==> config.mk <==
export PLATFORM = sky130hd
export DESIGN_NAME = ook_dc_level_det
export DESIGN_NICKNAME = d
export VERILOG_FILES = /design/src/rtl/dcd_pkg.sv /design/src/rtl/dcd_window.sv /design/src/rtl/dcd_qualify.sv /design/src/rtl/dcd_ctrl.sv /design/src/rtl/ook_dc_level_det.sv
export SDC_FILE = /design/constraint.sdc
export NUM_CORES = 1
export LEC_CHECK = 0
export BUFFER_PORTS_ARGS = -buffer_cell sky130_fd_sc_hd__buf_2
export CORE_MARGIN = 2
export CORE_UTILIZATION = 55
export CTS_CLUSTER_DIAMETER = 30
export DETAILED_ROUTE_END_ITERATION = 16
export GPL_ROUTABILITY_DRIVEN = 0
export PLACE_DENSITY_LB_ADDON = 0.25
export SYNTH_ARGS = -nofsm -noshare
export SYNTH_HDL_FRONTEND = slang
export SYNTH_SLANG_ARGS = --single-unit
==> constraint.sdc <==
create_clock -name clk -period 7.4 [get_ports clk]
set_input_delay 0.74 -clock clk [delete_from_list [all_inputs] [get_ports clk]]
set_output_delay 0.74 -clock clk [all_outputs]
set_load 0.05 [all_outputs]
==> src/rtl/dcd_pkg.sv <==
package dcd_pkg;

  // Detector phase: filling the window, seeking a stable signal, locked.
  typedef enum logic [1:0] {
    PH_FILL = 2'd0,
    PH_SEEK = 2'd1,
    PH_LOCK = 2'd2
  } dcd_phase_e;

  // Effective count threshold: zero is treated as one.
  function automatic logic [7:0] eff_thr8(input logic [7:0] thr);
    return (thr == 8'd0) ? 8'd1 : thr;
  endfunction

endpackage

==> src/rtl/dcd_window.sv <==
// Sliding-sum window: circular sample store plus running accumulator.
module dcd_window #(
  parameter int SW        = 16,
  parameter int TAPS_LOG2 = 5
) (
  input  logic          clk,
  input  logic          rst_n,
  input  logic          clear,
  input  logic          strobe,
  input  logic [SW-1:0] din,
  output logic [SW-1:0] avg,
  output logic          warm
);
  localparam int TAPS = 1 << TAPS_LOG2;
  localparam int AW   = SW + TAPS_LOG2;
  localparam int FW   = TAPS_LOG2 + 1;

  logic [SW-1:0]        mem [TAPS];
  logic [TAPS_LOG2-1:0] wr_ptr;
  logic [FW-1:0]        fill;
  logic [AW-1:0]        acc;
  logic [AW-1:0]        ext_new;
  logic [AW-1:0]        ext_old;
  logic [SW-1:0]        oldest;

  assign warm    = (fill == FW'(TAPS));
  assign oldest  = mem[wr_ptr];
  assign ext_new = {{TAPS_LOG2{din[SW-1]}}, din};
  // Only subtract a departing sample once the window is full.
  assign ext_old = warm ? {{TAPS_LOG2{oldest[SW-1]}}, oldest} : '0;
  assign avg     = acc[AW-1 -: SW];

  always_ff @(posedge clk or negedge rst_n) begin
    if (!rst_n) begin
      for (int k = 0; k < TAPS; k++) mem[k] <= '0;
    end else if (clear) begin
      for (int k = 0; k < TAPS; k++) mem[k] <= '0;
    end else if (strobe) begin
      mem[wr_ptr] <= din;
    end
  end

  always_ff @(posedge clk or negedge rst_n) begin
    if (!rst_n) begin
      wr_ptr <= '0;
      fill   <= '0;
      acc    <= '0;
    end else if (clear) begin
      wr_ptr <= '0;
      fill   <= '0;
      acc    <= '0;
    end else if (strobe) begin
      wr_ptr <= wr_ptr + 1'b1;
      acc    <= acc + ext_new - ext_old;
      if (!warm) fill <= fill + 1'b1;
    end
  end

endmodule

==> src/rtl/dcd_qualify.sv <==
// Amplitude comparator followed by a saturating count of valid averages.
module dcd_qualify #(
  parameter int SW = 16,
  parameter int CW = 8
) (
  input  logic          clk,
  input  logic          rst_n,
  input  logic          clear,
  input  logic          eval,
  input  logic [SW-1:0] avg,
  input  logic [SW-1:0] amp_thr,
  input  logic [CW-1:0] cnt_thr,
  output logic          hit
);
  logic [CW-1:0] cnt;
  logic [CW-1:0] eff;
  logic [CW:0]   nxt;
  logic          above;
  logic          reach;

  assign above = $signed(avg) > $signed(amp_thr);
  assign eff   = (cnt_thr == '0) ? CW'(1) : cnt_thr;
  assign nxt   = {1'b0, cnt} + 1'b1;
  assign reach = (nxt >= {1'b0, eff});
  assign hit   = eval && above && reach;

  always_ff @(posedge clk or negedge rst_n) begin
    if (!rst_n) begin
      cnt <= '0;
    end else if (clear) begin
      cnt <= '0;
    end else if (eval && above) begin
      cnt <= reach ? eff : nxt[CW-1:0];
    end
  end

endmodule

==> src/rtl/dcd_ctrl.sv <==
// Phase control, sticky enable and one-time capture of the DC level.
module dcd_ctrl
  import dcd_pkg::*;
#(
  parameter int SW = 16
) (
  input  logic          clk,
  input  logic          rst_n,
  input  logic          clear,
  input  logic          warm,
  input  logic          hit,
  input  logic [SW-1:0] avg,
  output logic          locked,
  output logic [SW-1:0] dc_q
);
  dcd_phase_e phase;

  assign locked = (phase == PH_LOCK);

  always_ff @(posedge clk or negedge rst_n) begin
    if (!rst_n) begin
      phase <= PH_FILL;
      dc_q  <= '0;
    end else if (clear) begin
      phase <= PH_FILL;
      dc_q  <= '0;
    end else begin
      case (phase)
        PH_FILL: begin
          if (hit) begin
            phase <= PH_LOCK;
            dc_q  <= avg;
          end else if (warm) begin
            phase <= PH_SEEK;
          end
        end
        PH_SEEK: begin
          if (hit) begin
            phase <= PH_LOCK;
            dc_q  <= avg;
          end
        end
        default: phase <= PH_LOCK;
      endcase
    end
  end

endmodule

==> src/rtl/ook_dc_level_det.sv <==
module ook_dc_level_det #(
  parameter int SW        = 16,
  parameter int TAPS_LOG2 = 5,
  parameter int CW        = 8
) (
  input  logic          clk,
  input  logic          rst_n,
  input  logic          clear,
  input  logic          in_valid,
  output logic          in_ready,
  input  logic [SW-1:0] in_data,
  input  logic [SW-1:0] amp_thr,
  input  logic [CW-1:0] cnt_thr,
  output logic          corr_en,
  output logic [SW-1:0] dc_level
);
  logic          ready_q;
  logic          strobe;
  logic          eval;
  logic          warm;
  logic          hit;
  logic          locked;
  logic [SW-1:0] avg;

  always_ff @(posedge clk or negedge rst_n) begin
    if (!rst_n) ready_q <= 1'b0;
    else        ready_q <= 1'b1;
  end

  assign in_ready = ready_q;
  assign strobe   = in_valid && ready_q && !clear;
  assign eval     = strobe && warm && !locked;

  dcd_window #(.SW(SW), .TAPS_LOG2(TAPS_LOG2)) u_window (
    .clk(clk), .rst_n(rst_n), .clear(clear), .strobe(strobe),
    .din(in_data), .avg(avg), .warm(warm)
  );

  dcd_qualify #(.SW(SW), .CW(CW)) u_qualify (
    .clk(clk), .rst_n(rst_n), .clear(clear), .eval(eval),
    .avg(avg), .amp_thr(amp_thr), .cnt_thr(cnt_thr), .hit(hit)
  );

  dcd_ctrl #(.SW(SW)) u_ctrl (
    .clk(clk), .rst_n(rst_n), .clear(clear), .warm(warm),
    .hit(hit), .avg(avg), .locked(locked), .dc_q(dc_level)
  );

  assign corr_en = locked;

endmodule

==> summary.txt, run 1 <==
Status
  – Outcome: completed

Synthesis
  – Largest family of logic cells by synthesized area: simple AND/OR/NAND/NOR gates
  – Post-synth top area share: 49.06%
  – Mapped Nets: 3287
  – Post-Synthesis Cells: 3170
  – Post-synthesis adder-cell area fraction: 3.652%
  – Post-Synth XOR/XNOR Area: 0.8420%
  – Post-synthesis compound-gate area fraction: about an eighth
  – Synth Area in Simple Gates: 17.14%
  – Mapped cell area: 29130 um^2
  – Distinct cells, synth: 68
  – Top FF cell, synth: dfrtp_1
  – Largest cells by area after synthesis: dfrtp_1 49%, nand2_1 14%, mux4_2 9.9%
  – Ys Warns: 0
  – Cell taking the most area after synthesis: dfrtp_1
  – Commonest cells post-synth: 1120 x nand2_1, 571 x dfrtp_1, 551 x a21oi_1
  – Mean area per synthesized cell: between 9 and 10 um^2
  – Count leader, synth: nand2_1
  – Post-synthesis mux area share: 11.04%
  – Post-synth ARST share: 100.0%
  – EDFF count, synth: 0
  – #FFs+latches synth: 571
  – Post-synthesis sequential area ratio: around 50%

Pwr
  – VDD IR max: 0.2307 mV
  – Sw frac: 24.22%
  – P_int: 7295 uW
  – Flop pwr share: 33.1%
  – Power Dens Cells: ~280 nW/um^2
  – P_sw: approximately 2300 uW
  – LEAKAGE: ~0.014 uW
  – Clk pwr share: approximately three fifths
  – Combinational power share: 7.7%

Clock tree
  – CTS H-Tree Depth: 3
  – Hold_buf cts: 0
  – TritonCTS clock tree: yes
  – Clock latency on the worst-skew pair: 680 ps
  – Root Driver: clkbuf_16
  – # Post-CTS Setup Buffers: 0
  – Num CTS Buffers: around 120
  – Clock transition at path regs: ~50 ps
  – Number of clock sinks: approximately 570
  – Clock Path Buffers: 3
  – Post-cts resize count: 0

Critical path
  – Setup CP Type: flip-flop to flip-flop
  – Critical path, cell by cell: buf_12 -> mux4_2 -> a22o_1 -> a221oi_1 -> a31oi_1 -> fa_1 -> inv_1 -> ha_1 -> a21oi_1 -> o21a_1 -> o31a_1 -> o221ai_1 -> a31oi_1 -> mux2_2
  – CP max stage cell: dfrtp_4
  – Cell repeated most along the worst path: a31oi_1
  – Critical Path AT: around 6000 ps
  – Slowest stage delay, CP: 790 ps
  – Crit-path max FO: 40
  – Critical path endpoint category: flip-flop
  – Worst setup SP type: flip-flop
  – Worst Path Required: 7940 ps
  – Reg2reg path depth: 14

Floorplan
  – Core ar.: 52450 um^2
  – Die Footprint: 54810 um^2
  – Rows: 84
  – IO Count: 62
  – Initial Utilization: between 50% and 60%
  – Chip width: 234.1 um
  – Die Height: 234.1 um

STA
  – Max-slew violation count: 0
  – Max Clock Freq: 0.1832 GHz
  – Final Hold Fails: 0
  – Least-Margin Pin Slew: 1158 ps
  – Unrepaired setup endpoints after global routing: false
  – TNS Setup: 0 ps
  – Tcrit/Tclk final: approximately 74%
  – Worst Clk Skew: 27.56 ps
  – Final setup viols: 0
  – Max-slew headroom: around 23%
  – Min cycle time layout: 5460 ps

Global route
  – GRT Residual Overflow: 0
  – Largest net degree at the start of global routing: ~240
  – Initial antenna violation count: 2
  – Gr usage total: roughly 34%
  – Number of global-route vias before repair: 24900
  – First-pass GRT wire length: 141.8 mm

Placement
  – Placed cell count: 3722
  – Port bufs: just over 60
  – Dpl hpwl: 54.04 mm
  – DP Area: between 20000 and 30000 um^2

Detailed routing
  – Vias/cell: 6.251
  – Detailed router's first-iteration violation count: between 2000 and 3000
  – Pre-Repair DR Iteration Count: 6
  – Final wirelength: 91.55 mm
  – Avg WL per Cell: around 23 um
  – Via count: 24690
  – Remaining antenna violation count: 0
  – Remaining DRCs: 0

Cells and area
  – Final core utilization: 65.21%
  – Fillers: 3998
  – Final cell count without fillers: 3949
  – Layout Nets: 3274
  – Post-route cell area: 34200 um^2
  – Layout cells sized above 1: roughly 15%
  – Layout area overhead: 17.42%

Min path
  – Hold WC Path Type: input port to asynchronous set/reset pin

Job
  – Number of max-cap violations: 0
==> routing by layer <==
layer	global-route usage (%)	vias to the layer above	part of all wire (%)
met3	8.560	347	11
li1	-	10700	-
met4	19.03	2	5.9
met2	52.43	1496	46
met1	44.30	12140	37
met5	0	-	0.014
==> worst max-delay path: cells and delay by family (launching register included) <==
kind                     cells  cell delay (ps)
AO/OA/AOI/OAI                8             2300
multiplexers                 2              890
adder cells (fa/ha/maj)      2              870
flip-flops                   1              790
buffers and inverters        2              430
==> layout by cell type, fill, tap and decap left out, drive strengths merged, types with 4 or more instances in the layout <==
master / count
a211oi: 5
a21o: 10
a21oi: 551
a221oi: 16
a22o: 16
a22oi: 32
a31oi: 22
and2: 7
and3: 9
buf: 118
bufinv: 21
clkbuf: 153
clkinv: 31
clkinvlp: 12
dfrtp: 571
fa: 20
ha: 53
inv: 123
mux2i: 29
mux4: 128
nand2: 1120
nand3: 16
nand3b: 4
nand4: 12
nor2: 63
nor2b: 7
nor3: 7
nor4: 6
o211ai: 7
o21a: 5
o21ai: 15
o2bb2ai: 4
or2: 4
xnor2: 16
xor2: 12
==> path summary, 6_finish.rpt <==
| kind | to | start | slack [ps] |
|---|---|---|---|
| max | u_window.acc[20]$_DFFE_PN0P_ | u_window.wr_ptr[0]$_DFFE_PN0P_ | 1940 |
| min | u_qualify.cnt[6]$_DFFE_PN0P_ | rst_n | 190 |
| max reg2reg | u_window.acc[20]$_DFFE_PN0P_ | u_window.wr_ptr[0]$_DFFE_PN0P_ | 1940 |
| min reg2reg | u_window.mem[440]$_DFFE_PN0P_ | u_window.mem[440]$_DFFE_PN0P_ | 520 |
| max in group asynchronous | u_window.mem[344]$_DFFE_PN0P_ | rst_n | 5590 |
| min in group clk | u_qualify.cnt[3]$_DFFE_PN0P_ | cnt_thr[3] | 410 |
==> power by group through the flow <==
stage / sequential, uW / combinational [uW] / clock, uW
finish: 3190 / 740 / 5700
global route: 3190 / 809 / 5900
CTS: 3190 / 729 / 5720
detailed placement: 3240 / 721 / 0
global placement: 3230 / 702 / 0
floorplan: 3220 / 491 / 0
==> flip-flops by register name, summed over array words and instances, names as in the netlist <==
register and cells:
u_window.fill 6, u_window.wr_ptr 5, u_window.mem 512, u_ctrl.dc_q 16, u_window.acc 21, in_ready 1, u_qualify.cnt 8, u_ctrl.phase 2
==> area by class of cell <==
cell class                 count  area [um^2]  share of cell area [%]
sequential                   571        14300                   41.80
multi-input combinational   2231        13450                   39.32
clock buffer                 153         3329                   9.735
clock inverter                73         1021                   2.985
tap                          688        860.8                   2.517
timing repair buffer         118        815.8                   2.385
inverter                     114        427.9                   1.251
antenna                        1        2.502                0.007317
==> through the flow <==
stage | hold slack (ps) | setup WS, ps | power [uW]
after floorplan | 444.4 | 2772 | 3709
after global placement | 498.6 | 2195 | 3936
after detailed placement | 511.5 | 2129 | 3957
after CTS | 267.1 | 2032 | 9640
after global routing | 258.6 | 1594 | 9897
final | 190.4 | 1940 | 9626
==> logic make-up after synthesis <==
family          Yosys count
mux                     160
fa+ha+maj                73
other cells               1
simple gates           1268
flops                   571
xor+xnor                 28
compound gates          701
buf+inv                 368
Power figures use the tool's default switching activity.
==> run 2, diff against run 1 <==
==> constraint.sdc (replaced) <==
create_clock -name clk -period 5.7 [get_ports clk]
set_input_delay 0.57 -clock clk [delete_from_list [all_inputs] [get_ports clk]]
set_output_delay 0.57 -clock clk [all_outputs]
set_load 0.05 [all_outputs]
==> run 2 against run 1 <==
  * Sequential power increased by 30%
  * Routed wire length rose by 1.4%
  * Worst hold slack worse by 160 ps
  * Via count increased by 1.3%
  * Register-to-register slack worse by 1700 ps
  * Sequential share of layout area increased by 0.14 points
  * First-iteration DRC count is 8.7% higher
  * Non-clock buffer count grew 22
  * Total power is 26% higher
  * Critical path depth increased by 3
  * Clock-buffer cell count decreased by 5
  * Clock power rose by 23%
  * Largest cell class unchanged
==> summary.txt, run 2 (synthesized netlist as in run 1, its figures left out) <==
Floorplan
  – Rows: 84
  – Core ar.: 52450 um^2
  – Initial Utilization: 55.53%
  – Die Footprint: 54810 um^2
  – Die Height: about 230 um
  – Chip width: 234.1 um
  – IO Count: 62

STA
  – Fin worst setup slack: 286.2 ps
  – Least-Margin Pin Slew: between 1000 and 1500 ps
  – Max Clock Freq: 0.1847 GHz
  – Max-slew violation count: 0
  – Max-slew headroom: 10.91%
  – Final setup viols: 0
  – Final Hold Fails: 0
  – Unrepaired setup endpoints after global routing: false
  – TNS Setup: 0 ps
  – Min cycle time layout: between 5000 and 6000 ps
  – Tcrit/Tclk final: 94.98%
  – Worst Clk Skew: 20.82 ps

Detailed routing
  – Detailed router's first-iteration violation count: 3245
  – Via count: 25020
  – Vias/cell: 6.323
  – Pre-Repair DR Iteration Count: 6
  – Avg WL per Cell: between 20 and 25 um
  – Final wirelength: 92.86 mm
  – Remaining DRCs: 0
  – Remaining antenna violation count: 0

Global route
  – Initial antenna violation count: 0
  – First-pass GRT wire length: 143.5 mm
  – Number of global-route vias before repair: 24720
  – Gr usage total: 34.48%
  – GRT Residual Overflow: 0
  – Largest net degree at the start of global routing: 149

Clock tree
  – Clock Path Buffers: 3
  – Root Driver: clkbuf_16
  – Post-cts resize count: 0
  – Num CTS Buffers: 117
  – CTS H-Tree Depth: 3
  – # Post-CTS Setup Buffers: 0
  – TritonCTS clock tree: yes
  – Hold_buf cts: 0
  – Clock latency on the worst-skew pair: 660 ps
  – Number of clock sinks: 571
  – Clock transition at path regs: 50 ps

Critical path
  – Crit-path max FO: 26
  – Worst Path Required: 6230 ps
  – Worst setup SP type: flip-flop
  – Critical Path AT: 5950 ps
  – Setup CP Type: flip-flop to flip-flop
  – Critical path endpoint category: flip-flop

Status
  – Outcome: completed

Placement
  – DP Area: 30010 um^2
  – Placed cell count: 3744
  – Setup WS pre-CTS: 360.0 ps
  – Dpl hpwl: 57.10 mm
  – Port bufs: 61

Cells and area
  – Fillers: 4006
  – Max FFs per register: between 500 and 600
  – Reg with most FFs: u_window.mem
  – Post-route cell area: about 34000 um^2
  – Final cell count without fillers: between 3000 and 4000
  – Commonest non-fill, non-tap cell in the layout: nand2_1
  – Layout cells sized above 1: 14.90%
  – Layout area overhead: 17.02%
  – Largest registers: u_window.mem: 512 flops, u_window.acc: 21 flops, u_ctrl.dc_q: 16 flops
  – Layout Nets: 3292
  – Most frequent cells in the layout: 1120 x nand2_1, 569 x dfrtp_1, 551 x a21oi_1
  – Ant. Diodes: 0

Pwr
  – LEAKAGE: approximately 0.014 uW
  – VDD IR max: 0.2544 mV
  – Power Dens Cells: 355.6 nW/um^2

Min path
  – Hold WC Path Type: input port to asynchronous set/reset pin

Job
  – Number of max-cap violations: 0
run 2: cell types whose count changed in the layout (fill, tap and decap cells not counted), sizes merged:
cell	previous run	this run
buf	118	140
inv	123	117
diode	1	0
bufinv	21	17
clkinvlp	12	14
clkbuf	153	148
run 2: routing by layer:
metal,vias up,wire (um),global-route usage [%]
met5,-,0,0
met4,0,5254,18.43
met3,307,10500,8.500
met2,1587,42190,51.77
met1,12390,34910,46.55
li1,10730,-,-
run 2: through the flow:
| step | util [%] | hold WS, ps | power, uW |
|---|---|---|---|
| floorplan | - | 274.4 | 4816 |
| global placement | 57.22 | 501.2 | 5139 |
| detailed placement | 57.22 | 510.5 | 5168 |
| CTS | 64.99 | 88.75 | 12140 |
| global route | 64.99 | 132.6 | 12460 |
| finish | 64.99 | 28.32 | 12120 |
run 2: final cells by class:
class	count	area [um^2]	area share (%)
clock inverters	65	838.3	2.460
flip-flops and latches	571	14300	41.95
repair buffers	140	993.5	2.915
multi-input cells	2231	13430	39.40
clock buffers	148	3237	9.497
inverters	114	427.9	1.256
well taps	688	860.8	2.526
run 2: final timing paths:
check | to | cells after the start | slack (ps) | startpoint
max in group asynchronous | u_window.mem[171]$_DFFE_PN0P_ | 2 | 4220 | rst_n
worst min-delay path | u_window.mem[225]$_DFFE_PN0P_ | 1 | 30 | rst_n
worst max-delay path | u_window.acc[20]$_DFFE_PN0P_ | 17 | 290 | u_window.wr_ptr[0]$_DFFE_PN0P_
worst max register to register | u_window.acc[20]$_DFFE_PN0P_ | 17 | 290 | u_window.wr_ptr[0]$_DFFE_PN0P_
worst min register to register | u_window.mem[336]$_DFFE_PN0P_ | 2 | 520 | u_window.mem[336]$_DFFE_PN0P_
min in group clk | u_qualify.cnt[4]$_DFFE_PN0P_ | 3 | 250 | cnt_thr[4]
run 2: report_power, final:
| part | total [uW] | internal [uW] | switching (uW) |
|---|---|---|---|
| clock | 6990 | 4750 | 2250 |
| sequential | 4140 | 4100 | 41.6 |
| combinational | 988 | 324 | 665 |
| total | 12100 | 9170 | 2950 |
run 2: critical path, stage by stage (launching register included):
cell and delay (ps):
dfrtp_4 810, buf_12 310, buf_12 230, mux4_2 520, a221oi_1 490, nand3_1 220
nand2_1 140, inv_1 140, fa_1 520, inv_1 50, ha_1 360, a21o_1 220
a21o_1 190, a2111oi_0 420, o211ai_1 150, o22ai_1 150, a31oi_1 70, mux2_2 290
